**src/rtl/sram_rc_pkg.sv**
```systemverilog
package sram_rc_pkg;

    localparam int DEF_WORD_W        = 8;
    localparam int DEF_ROW_BITS      = 3;
    localparam int DEF_WORDS_PER_ROW = 3;

    typedef enum logic [1:0] {
        OP_IDLE  = 2'd0,
        OP_READ  = 2'd1,
        OP_WRITE = 2'd2
    } op_e;

    // Both controls are active low.
    function automatic op_e decode_op(input logic en_n, input logic we_n);
        if (en_n) return OP_IDLE;
        return we_n ? OP_READ : OP_WRITE;
    endfunction

    // Number of column bits for a row of k words (at least one).
    function automatic int col_bits_for(input int k);
        return (k < 2) ? 1 : $clog2(k);
    endfunction

endpackage

```
**src/rtl/sram_rc_addr_latch.sv**
```systemverilog
module sram_rc_addr_latch
    import sram_rc_pkg::*;
#(
    parameter int ADDR_W = 5,
    parameter int WORD_W = 8
) (
    input  logic              clk,
    input  logic              rst,
    input  logic              capture_en,
    input  logic              we_n,
    input  logic [ADDR_W-1:0] addr,
    input  logic [WORD_W-1:0] wdata,
    output op_e               op_q,
    output logic [ADDR_W-1:0] addr_t,
    output logic [ADDR_W-1:0] addr_c,
    output logic [WORD_W-1:0] wdata_q
);

    always_ff @(posedge clk) begin
        if (rst) begin
            op_q    <= OP_IDLE;
            addr_t  <= '0;
            addr_c  <= '1;
            wdata_q <= '0;
        end else begin
            op_q <= decode_op(~capture_en, we_n);
            if (capture_en) begin
                addr_t  <= addr;
                addr_c  <= ~addr;
                wdata_q <= wdata;
            end
        end
    end

    assert_latch_holds_R2: assert property (@(posedge clk) disable iff (rst)
        !capture_en |=> (op_q == OP_IDLE) && $stable(addr_t))
        else $error("address latch moved while disabled");

endmodule

```
**src/rtl/sram_rc_row_decoder.sv**
```systemverilog
module sram_rc_row_decoder #(
    parameter int ROW_BITS = 3,
    localparam int ROWS    = 1 << ROW_BITS
) (
    input  logic                clk,
    input  logic                rst,
    input  logic                fire,
    input  logic [ROW_BITS-1:0] row_t,
    input  logic [ROW_BITS-1:0] row_c,
    output logic [ROWS-1:0]     wl
);

    for (genvar r = 0; r < ROWS; r++) begin : g_row
        logic hit;
        always_comb begin
            hit = fire;
            for (int b = 0; b < ROW_BITS; b++) begin
                hit = hit & (((r >> b) & 1) != 0 ? row_t[b] : row_c[b]);
            end
        end
        assign wl[r] = hit;
    end

    assert_one_wordline_R4: assert property (@(posedge clk) disable iff (rst)
        fire |-> $onehot(wl))
        else $error("active operation without a single word line");

    assert_wordlines_low_R2: assert property (@(posedge clk) disable iff (rst)
        !fire |-> (wl == '0))
        else $error("word line raised with no operation");

endmodule

```
**src/rtl/sram_rc_col_select.sv**
```systemverilog
module sram_rc_col_select #(
    parameter int WORD_W   = 8,
    parameter int K        = 3,
    parameter int COL_BITS = 2
) (
    input  logic                      clk,
    input  logic                      rst,
    input  logic [COL_BITS-1:0]       col_t,
    input  logic [COL_BITS-1:0]       col_c,
    input  logic [WORD_W-1:0][K-1:0]  row_bits,
    output logic [K-1:0]              col_sel,
    output logic                      in_range,
    output logic [WORD_W-1:0]         rd_word
);

    // Column decode from true/complement bits; no output for indices >= K.
    for (genvar j = 0; j < K; j++) begin : g_col
        logic hit;
        always_comb begin
            hit = 1'b1;
            for (int b = 0; b < COL_BITS; b++) begin
                hit = hit & (((j >> b) & 1) != 0 ? col_t[b] : col_c[b]);
            end
        end
        assign col_sel[j] = hit;
    end

    assign in_range = ({1'b0, col_t} < (COL_BITS+1)'(K));

    // Read multiplexer: one AND-OR per bit position across the k words.
    for (genvar b = 0; b < WORD_W; b++) begin : g_bit
        assign rd_word[b] = |(row_bits[b] & col_sel);
    end

    assert_range_guard_R6: assert property (@(posedge clk) disable iff (rst)
        !in_range |-> (col_sel == '0))
        else $error("out-of-range column selected a word");

    assert_col_onehot_R4: assert property (@(posedge clk) disable iff (rst)
        in_range |-> $onehot(col_sel))
        else $error("in-range column without a single select");

endmodule

```
**src/rtl/sram_rc_bit_array.sv**
```systemverilog
module sram_rc_bit_array #(
    parameter int WORD_W = 8,
    parameter int K      = 3,
    parameter int ROWS   = 8
) (
    input  logic                     clk,
    input  logic                     rst,
    input  logic [ROWS-1:0]          wl,
    input  logic [K-1:0]             col_sel,
    input  logic                     do_write,
    input  logic [WORD_W-1:0]        wdata,
    output logic [WORD_W-1:0][K-1:0] row_q
);

    // Bit-interleaved storage: cells[row][bit][word].
    logic [WORD_W-1:0][K-1:0] cells [ROWS];

    for (genvar r = 0; r < ROWS; r++) begin : g_row
        always_ff @(posedge clk) begin
            if (rst) begin
                cells[r] <= '0;
            end else if (wl[r] && do_write) begin
                for (int b = 0; b < WORD_W; b++) begin
                    for (int j = 0; j < K; j++) begin
                        if (col_sel[j]) cells[r][b][j] <= wdata[b];
                    end
                end
            end
        end

        assert_idle_row_holds_R4: assert property (@(posedge clk) disable iff (rst)
            !(wl[r] && do_write) |=> $stable(cells[r]))
            else $error("unselected row changed");
    end

    always_comb begin
        row_q = '0;
        for (int r = 0; r < ROWS; r++) begin
            if (wl[r]) row_q = row_q | cells[r];
        end
    end

endmodule

```
**src/rtl/sram_rowcol_array.sv**
```systemverilog
module sram_rowcol_array
    import sram_rc_pkg::*;
#(
    parameter int WORD_W        = DEF_WORD_W,
    parameter int ROW_BITS      = DEF_ROW_BITS,
    parameter int WORDS_PER_ROW = DEF_WORDS_PER_ROW,
    localparam int COL_BITS     = col_bits_for(WORDS_PER_ROW),
    localparam int ADDR_W       = ROW_BITS + COL_BITS
) (
    input  logic              clk,
    input  logic              rst,
    input  logic              en_n,
    input  logic              we_n,
    input  logic [ADDR_W-1:0] addr,
    input  logic [WORD_W-1:0] wdata,
    output logic [WORD_W-1:0] rdata
);

    localparam int ROWS = 1 << ROW_BITS;

    op_e                                  op_q;
    logic [ADDR_W-1:0]                    addr_t;
    logic [ADDR_W-1:0]                    addr_c;
    logic [WORD_W-1:0]                    wdata_q;
    logic [ROWS-1:0]                      wl;
    logic [WORDS_PER_ROW-1:0]             col_sel;
    logic                                 in_range;
    logic [WORD_W-1:0]                    rd_word;
    logic [WORD_W-1:0][WORDS_PER_ROW-1:0] row_q;

    sram_rc_addr_latch #(.ADDR_W(ADDR_W), .WORD_W(WORD_W)) u_latch (
        .clk        (clk),
        .rst        (rst),
        .capture_en (~en_n),
        .we_n       (we_n),
        .addr       (addr),
        .wdata      (wdata),
        .op_q       (op_q),
        .addr_t     (addr_t),
        .addr_c     (addr_c),
        .wdata_q    (wdata_q)
    );

    sram_rc_row_decoder #(.ROW_BITS(ROW_BITS)) u_rowdec (
        .clk   (clk),
        .rst   (rst),
        .fire  (op_q != OP_IDLE),
        .row_t (addr_t[ADDR_W-1 -: ROW_BITS]),
        .row_c (addr_c[ADDR_W-1 -: ROW_BITS]),
        .wl    (wl)
    );

    sram_rc_bit_array #(.WORD_W(WORD_W), .K(WORDS_PER_ROW), .ROWS(ROWS)) u_array (
        .clk      (clk),
        .rst      (rst),
        .wl       (wl),
        .col_sel  (col_sel),
        .do_write (op_q == OP_WRITE),
        .wdata    (wdata_q),
        .row_q    (row_q)
    );

    sram_rc_col_select #(.WORD_W(WORD_W), .K(WORDS_PER_ROW), .COL_BITS(COL_BITS)) u_colsel (
        .clk      (clk),
        .rst      (rst),
        .col_t    (addr_t[COL_BITS-1:0]),
        .col_c    (addr_c[COL_BITS-1:0]),
        .row_bits (row_q),
        .col_sel  (col_sel),
        .in_range (in_range),
        .rd_word  (rd_word)
    );

    always_ff @(posedge clk) begin
        if (rst) begin
            rdata <= '0;
        end else if (op_q == OP_READ) begin
            rdata <= rd_word;
        end
    end

    assert_rdata_hold_R7: assert property (@(posedge clk) disable iff (rst)
        (op_q != OP_READ) |=> $stable(rdata))
        else $error("read data moved without a read");

    assert_oob_read_zero_R6: assert property (@(posedge clk) disable iff (rst)
        (op_q == OP_READ && !in_range) |=> (rdata == '0))
        else $error("out-of-range read returned nonzero");

endmodule

```
**config.mk**
```make
export PLATFORM = sky130hd
export DESIGN_NAME = sram_rowcol_array
export DESIGN_NICKNAME = d
export VERILOG_FILES = /design/src/rtl/sram_rc_pkg.sv /design/src/rtl/sram_rc_addr_latch.sv /design/src/rtl/sram_rc_row_decoder.sv /design/src/rtl/sram_rc_col_select.sv /design/src/rtl/sram_rc_bit_array.sv /design/src/rtl/sram_rowcol_array.sv
export SDC_FILE = /design/constraint.sdc
export NUM_CORES = 1
export LEC_CHECK = 0
export ABC_AREA = 1
export ABC_CLOCK_PERIOD_IN_PS = 2000
export BUFFER_PORTS_ARGS = -buffer_cell sky130_fd_sc_hd__buf_2
export CAP_MARGIN = 20
export CELL_PAD_IN_SITES_DETAIL_PLACEMENT = 1
export CELL_PAD_IN_SITES_GLOBAL_PLACEMENT = 2
export CORE_ASPECT_RATIO = 0.7
export CORE_MARGIN = 5
export CORE_UTILIZATION = 40
export DETAILED_ROUTE_END_ITERATION = 10
export GPL_TIMING_DRIVEN = 1
export PLACE_DENSITY_LB_ADDON = 0.05
export SLEW_MARGIN = 0
export SYNTH_ARGS = -nofsm -noshare
export SYNTH_HDL_FRONTEND = slang
export SYNTH_SLANG_ARGS = --single-unit
```
**constraint.sdc**
```tcl
create_clock -name clk -period 2 [get_ports clk]
set_input_delay 0.1 -clock clk [delete_from_list [all_inputs] [get_ports clk]]
set_output_delay 0.1 -clock clk [all_outputs]
set_load 0.03 [all_outputs]
```
==> results of run 1 <==
==> layer usage <==
layer,vias to the layer above,track usage [%]
met4,0,3.16
met3,26,4.24
li1,3919,-
met2,185,36.4
met5,-,0
met1,4148,35.9
==> logic make-up (layout without fill, tap and decap cells) <==
| kind of cell | Yosys count | after routing | synth area share [%] |
|---|---|---|---|
| AND/OR/NAND/NOR | 705 | 705 | 31.6 |
| buffers and inverters | 119 | 184 | 4.61 |
| flip-flops | 220 | 220 | 61.7 |
| AO/OA/AOI/OAI | 42 | 42 | 2.05 |
==> synth_stat cells, drive strengths merged <==
master,count,area share [%]
clkinv,10,0.37
o21ai,29,1.4
nor3b,1,0.073
clkbuf,66,2.4
nor3,1,0.049
nand2,219,8.0
inv,14,0.51
nor2,268,10
nand4,184,11
dfxtp,28,5.5
nand3,32,2.1
edfxtp,192,56
buf,29,1.3
a21oi,13,0.63
==> final timing paths <==
check                startpoint                   end  slack [ns]  cells past startpoint
max reg2reg     u_latch.op_q[0]  u_array.cells[1][75]        0.09                     10
min                        en_n     u_latch.addr_c[1]        0.03                      4
max             u_latch.op_q[0]  u_array.cells[1][75]        0.09                     10
min reg2reg  u_latch.wdata_q[5]    u_latch.wdata_q[5]        0.45                      2
==> repair_timing <==
item | in CTS | in global routing
endpoints found under the hold margin | 20 | 0
resized for setup | 2 | 28
hold buffers | 16 | 0
setup buffers | 2 | 0
pin swaps | 1 | 0
setup endpoints to repair | 36 | 76
==> area by class of cell <==
type	instances	area, um^2	share of cell area (%)
inverters	24	90.1	0.736
repair buffers	116	1060	8.68
clock buffers	27	633	5.18
flip-flops and latches	220	6340	51.8
clock inverters	17	155	1.27
multi-input cells	747	3540	28.9
well taps	331	414	3.39
==> sequential cells by signal, indices dropped and copies added (netlist names) <==
register         count
rdata                8
u_array.cells      192
u_latch.addr_c       5
u_latch.addr_t       5
u_latch.op_q         2
u_latch.wdata_q      8
==> per-stage QoR <==
stage | util, % | TNS (ns) | cells
after floorplan | - | 0 | 1086
after global placement | 43.9 | 0 | 1420
after detailed placement | 43.9 | -0.125 | 1420
after CTS | 47.7 | 0 | 1482
after global routing | 48.1 | -0.126 | 1482
final | 48.1 | 0 | 1482
==> worst max-delay path: cells and delay by family (launching register included) <==
family	cells	cell delay [ns]
DFF	1	0.33
buffers and inverters	4	0.64
and+or+nand+nor	6	0.65
==> power by group through the flow <==
| stage | clock [mW] | sequential, mW | combinational (mW) |
|---|---|---|---|
| detailed placement | 0 | 5.31 | 0.810 |
| global route | 4.83 | 5.23 | 0.922 |
| global placement | 0 | 5.31 | 0.802 |
| CTS | 4.60 | 5.22 | 0.850 |
| floorplan | 0 | 5.28 | 0.431 |
| finish | 4.53 | 5.22 | 0.861 |
==> metrics.txt, run 1 <==
Cell Area, Synth 10300 um^2; commonest cells after routing, fill and taps aside nor2_1 (244), nand2_1 (214), edfxtp_1 (192); DP Area 11200 um^2; Worst Clk Skew 0.0162 ns; routed length on met3 2.09 mm; hold slack 0.0335 ns; combinational share of power 8.1%; Syn Nets 1103; RSZ-0062 raised after global routing true; critical setup path kind reg2reg; Synth Instances 1086; Synth warnings 0; largest net degree at the start of global routing 51; IO Port Bufs 24; critical path's slowest cell dfxtp_1; TritonCTS buffer count 24; Fillers 2803; P per Cell Area 867 nW/um^2; minimum clock period 1.91 ns; Reg power frac 49.2%; crit-path max FO 6; #FFs+latches synth 220; TritonCTS clock tree built; total power 10.6 mW; VDD IR-drop max 0.772 mV; sw power 2.59 mW; wl on met1 16.9 mm; Clock Power Share 42.7%; switch share 24.4%; Synth Area per Inst 9.44 um^2; PnR worst setup slack 0.0924 ns; max incr delay on CP 0.33 ns; DRT Wirelength 34.1 mm; average vias per placed instance 5.59; GRT Total Usage 23.6%; Max-cap violations 0; die area 29000 um^2; layout cells sized above 1 15.7%; CP arrival 2.15 ns; status completed; diodes inserted 0; Distinct cells, synth 19; Root Driver clkbuf_16; Final nets 1150; HP Class in2reg; Setup Viol. Count Final 0; internal power 8.02 mW; first-pass GRT wire length 51.7 mm; Via Count 8278; Static Leak 4.80 nW; fin. max-slew vios 0; Tcrit/Tclk final 95.4%; CTS H-Tree Depth 1; worst-case clock buffer depth 3; Top Layer Used met4; most used cell, CP buf_4; Worst Path Required 2.24 ns; vias in the first global route 8146; DP Wirelength 21.5 mm; total gr overflow 0; post-place setup slack -0.0288 ns; worst slew pin tran 0.505 ns; Ports 25; Max Clk Rate 524 MHz; Starting Density 40.3%; crit path cell chain nor2_1 -> buf_4 -> nor2_4 -> buf_4 -> nand3_1 -> nor2_2 -> buf_12 -> nand2_1 -> nand2_1 -> buf_4; met2 WL post-DR 14.9 mm; slew margin rel. 66.3%; initial antenna violation count 0; Final GP Congestion 0.789; Clk pin slew, worst setup/hold paths 0.06 ns; CP endpoint kind register; clk sinks 220; DR iter-0 viols 717; core area 25400 um^2; Final Hold Fails 0; Die X 201 um; Pre-antenna DRT Iters 5; Area growth syn-to-layout 19.3%; fin area 12200 um^2; drc violations 0; Routed Antenna Nets 0; Worst Setup Start Kind register; clk_lat worst skew 0.53 ns; sequential-to-total area share from yosys stat 61.7%; Die Y 144 um; Avg WL per Cell 23.0 um; Rows 49; commonest non-fill, non-tap cell in the layout nor2_1
Power figures use the tool's default switching activity.
==> inputs of run 2 (changes only) <==
Settings changed: ABC_CLOCK_PERIOD_IN_PS 2000 to 2240, CORE_UTILIZATION 40 to 43.
Clock period 2 ns to 2.24 ns, I/O delays scaled along.
==> metrics.txt, run 2 (same netlist as run 1, synthesis figures left out) <==
Worst Path Required 2.66 ns; setup TNS 0 ns; DP Wirelength 21.4 mm; Tcrit/Tclk final 95.8%; HP Class in2reg; critical path's slowest cell dfxtp_1; vias in the first global route 8296; drc violations 0; delay-heaviest family, CP simple AND/OR/NAND/NOR gates; commonest cells after routing, fill and taps aside nor2_1 (258), nand2_1 (219), edfxtp_1 (192); minimum clock period 2.15 ns; Final GP Congestion 0.785; initial antenna violation count 0; Max Clk Rate 466 MHz; status completed; total gr overflow 0; hold depth 3; clk_lat worst skew 0.53 ns; IO Port Bufs 24; worst-case clock buffer depth 3; DR iter-0 viols 770; Resized cells post-CTS 0; Final nets 1122; Clk pin slew, worst setup/hold paths 0.07 ns; Starting Density 43.5%; layout cells sized above 1 11.7%; Die Y 139 um; average vias per placed instance 5.80; Final Hold Fails 0; TritonCTS buffer count 24; worst slew pin tran 0.587 ns; Root Driver clkbuf_16; Rows 47; Ports 25; Worst Setup Start Kind register; Area growth syn-to-layout 14.8%; clk sinks 220; worst path buffer plus inverter count 1; top flop regs u_array.cells: 192 flops, rdata: 8 flops, u_latch.wdata_q: 8 flops; max incr delay on CP 0.32 ns; Largest Register u_array.cells; commonest non-fill, non-tap cell in the layout nor2_1; first-pass GRT wire length 52.1 mm; crit-path max FO 31; P per Cell Area 777 nW/um^2; Setup Viol. Count Final 0; CTS Hold Bufs 16; CTS H-Tree Depth 1; Die X 195 um; largest net degree at the start of global routing 62; VDD IR-drop max 0.509 mV; Placed Cells 1381; RSZ-0062 raised after global routing false; TritonCTS clock tree built; Crit. path cell count 11; Max-cap violations 0; Cell Count, Final, Fillers Out 1440; critical setup path kind reg2reg; CP arrival 2.57 ns; fin. max-slew vios 0; crit path cell chain nor2_1 -> nor2_4 -> buf_4 -> nand4_1 -> nand2_1 -> nor2_1 -> nand2_1 -> nand2_1 -> nand2_1 -> nor2_1 -> nor2_1; max reg flops 192; Worst Clk Skew 0.0147 ns; Routed Antenna Nets 0; Pre-antenna DRT Iters 5; slew margin rel. 60.6%; core area 23600 um^2; DRT Wirelength 34.0 mm; Via Count 8353; Post-CTS Setup Inserts 0; CP endpoint kind register; diodes inserted 0; die area 27100 um^2; R2R depth 11; Avg WL per Cell 23.6 um; fin util 49.9%; GRT Total Usage 24.8%; Static Leak 4.60 nW
[run 2: cell count changes in the layout (fill, tap and decap cells not counted), sizes merged]
cell,delta
clkbuf,+8
buf,-28
inv,-1
bufinv,-3
clkinv,-5
[run 2: power by group]
part | leakage (nW) | switching, mW | internal [mW]
combinational | 2.01 | 0.546 | 0.161
clock | 0.361 | 1.63 | 2.14
sequential | 2.23 | 0.0750 | 4.58
total | 4.60 | 2.25 | 6.89
[run 2: area by class of cell]
class / instances / area, um^2
fillers: 2657 / 11800
flip-flops and latches: 220 / 6340
multi-input cells: 747 / 3460
repair buffers: 88 / 753
clock buffers: 35 / 697
well taps: 318 / 398
inverters: 24 / 90.1
clock inverters: 8 / 33.8
[run 2: through the flow]
stage | setup WS [ns] | hold slack (ns) | power, mW | area (um^2)
after floorplan | 0.528 | 0.183 | 5.10 | 10300
after detailed placement | 0.186 | 0.306 | 5.42 | 10900
after CTS | 0.178 | 0.0388 | 9.17 | 11800
after global routing | 0.0313 | 0.0714 | 9.44 | 11800
final | 0.0949 | 0.0520 | 9.14 | 11800
after global placement | 0.226 | 0.305 | 5.41 | 10900
[run 2: worst paths after layout]
kind | endpoint | startpoint | slack, ns
min reg2reg | u_latch.wdata_q[1] | u_latch.wdata_q[1] | 0.45
max | rdata[3] | u_latch.op_q[0] | 0.09
min | u_latch.op_q[0] | en_n | 0.05
max reg2reg | rdata[3] | u_latch.op_q[0] | 0.09
[run 2: layer usage]
| metal | global-route usage, % | part of all wire [%] | vias up | routed length, um |
|---|---|---|---|---|
| li1 | - | - | 3867 | - |
| met1 | 40.3 | 51 | 4245 | 17300 |
| met2 | 35.6 | 42 | 209 | 14300 |
| met3 | 3.50 | 5.6 | 32 | 1910 |
| met4 | 3.70 | 1.3 | 0 | 442 |
| met5 | 0 | 0 | - | 0 |
[run 2: worst min-delay path, cell delays in order]
cell and delay [ns]:
buf_2 0.10, buf_4 0.24, nor3b_1 0.08
==> inputs of run 3 (changes only) <==
Settings changed: PLACE_DENSITY_LB_ADDON 0.05 to 0.08.
==> metrics.txt, run 3 (same netlist as run 1, synthesis figures left out) <==
Via Count 8279; clk_lat worst skew 0.53 ns; crit-path max FO 11; TritonCTS clock tree built; layout cells sized above 1 11.7%; first-pass GRT wire length 51.5 mm; status completed; Area growth syn-to-layout 16.1%; CTS H-Tree Depth 1; IO Port Bufs 24; setup TNS 0 ns; worst-case clock buffer depth 3; DR iter-0 viols 635; Worst Path Required 2.41 ns; Pre-antenna DRT Iters 5; max reg flops 192; total gr overflow 0; Starting Density 43.5%; Die X 195 um; Rows 47; fin util 50.5%; setup slack, reg-to-reg 0.19 ns; Worst Clk Skew 0.0171 ns; commonest cells after routing, fill and taps aside nor2_1 (257), nand2_1 (219), edfxtp_1 (192); die area 27100 um^2; most used cell, CP nand2_1; Clk pin slew, worst setup/hold paths 0.06 ns; DP Wirelength 21.2 mm; initial antenna violation count 0; fin. max-slew vios 0; max incr delay on CP 0.36 ns; Setup Viol. Count Final 0; crit path cell chain nor2_1 -> nor2_4 -> nand3_1 -> nor2_2 -> buf_4 -> nand2_1 -> nand2_1; DRT Wirelength 34.3 mm; Max Clk Rate 488 MHz; fin area 11900 um^2; minimum clock period 2.05 ns; Root Driver clkbuf_16; P per Cell Area 820 nW/um^2; Worst Setup Start Kind register; DP Area 10900 um^2; critical path's slowest cell dfxtp_1; top flop regs u_array.cells: 192 flops, rdata: 8 flops, u_latch.wdata_q: 8 flops; Tcrit/Tclk final 91.4%; average vias per placed instance 5.76; Avg WL per Cell 23.8 um; clk sinks 220; TritonCTS buffer count 24; Final nets 1119; slew margin rel. 65.9%; Final Hold Fails 0; Ports 25; drc violations 0; Largest Register u_array.cells; CP arrival 2.22 ns; largest net degree at the start of global routing 57; worst slew pin tran 0.510 ns; RSZ-0062 raised after global routing false; CP endpoint kind register; hold slack 0.0292 ns; Static Leak 4.65 nW; Final GP Congestion 0.811; Die Y 139 um; critical setup path kind reg2reg; VDD IR-drop max 0.682 mV; HP Class in2reg; vias in the first global route 8145; diodes inserted 0; GRT Total Usage 24.7%; core area 23600 um^2; total power 9.76 mW; Routed Antenna Nets 0; commonest non-fill, non-tap cell in the layout nor2_1; Max-cap violations 0
==> run 3: through the flow <==
step	setup WS, ns	std cells
6_report	0.192	1438
5_1_grt	0.0182	1438
4_1_cts	0.174	1438
3_5_place_dp	0.179	1377
3_3_place_gp	0.178	1377
2_1_floorplan	0.528	1086
==> run 3: layout make-up <==
| type | count | area, um^2 |
|---|---|---|
| inverters | 24 | 90.1 |
| clock buffers | 35 | 703 |
| multi-input cells | 747 | 3460 |
| flip-flops and latches | 220 | 6340 |
| well taps | 318 | 398 |
| clock inverters | 9 | 166 |
| fillers | 2644 | 11700 |
| repair buffers | 85 | 746 |
==> run 3: repair_timing <==
item | in CTS | in global routing
endpoints found under the setup margin | 0 | 1
endpoints found under the hold margin | 20 | 0
resized for setup | 0 | 1
setup buffers | 0 | 0
hold buffers | 17 | 0
==> run 3: metal layers <==
metal  up-vias  wire [um]  track usage (%)
li1       3851          -                -
met1      4155      16600             37.7
met2       246      15000             37.1
met3        27       2320             5.54
met4         0        390             3.51
met5         -          0                0
==> run 3: power breakdown <==
part,total (mW),switching (mW),internal (mW)
Sequential,4.66,0.0774,4.58
Clock,4.39,1.65,2.74
Combinational,0.712,0.553,0.159
==> run 3: critical path, delay by kind of cell (launching register included) <==
family / cells / cell delay (ns)
and+or+nand+nor: 6 / 1.13
DFF: 1 / 0.36
buffers and inverters: 1 / 0.20
==> run 3: path summary, 6_finish.rpt <==
kind | from | end | depth (start not counted)
max | u_latch.op_q[1] | u_array.cells[0][29] | 7
min | en_n | u_latch.wdata_q[3] | 2
max reg2reg | u_latch.op_q[1] | u_array.cells[0][29] | 7
min reg2reg | u_latch.addr_t[0] | u_latch.addr_t[0] | 2
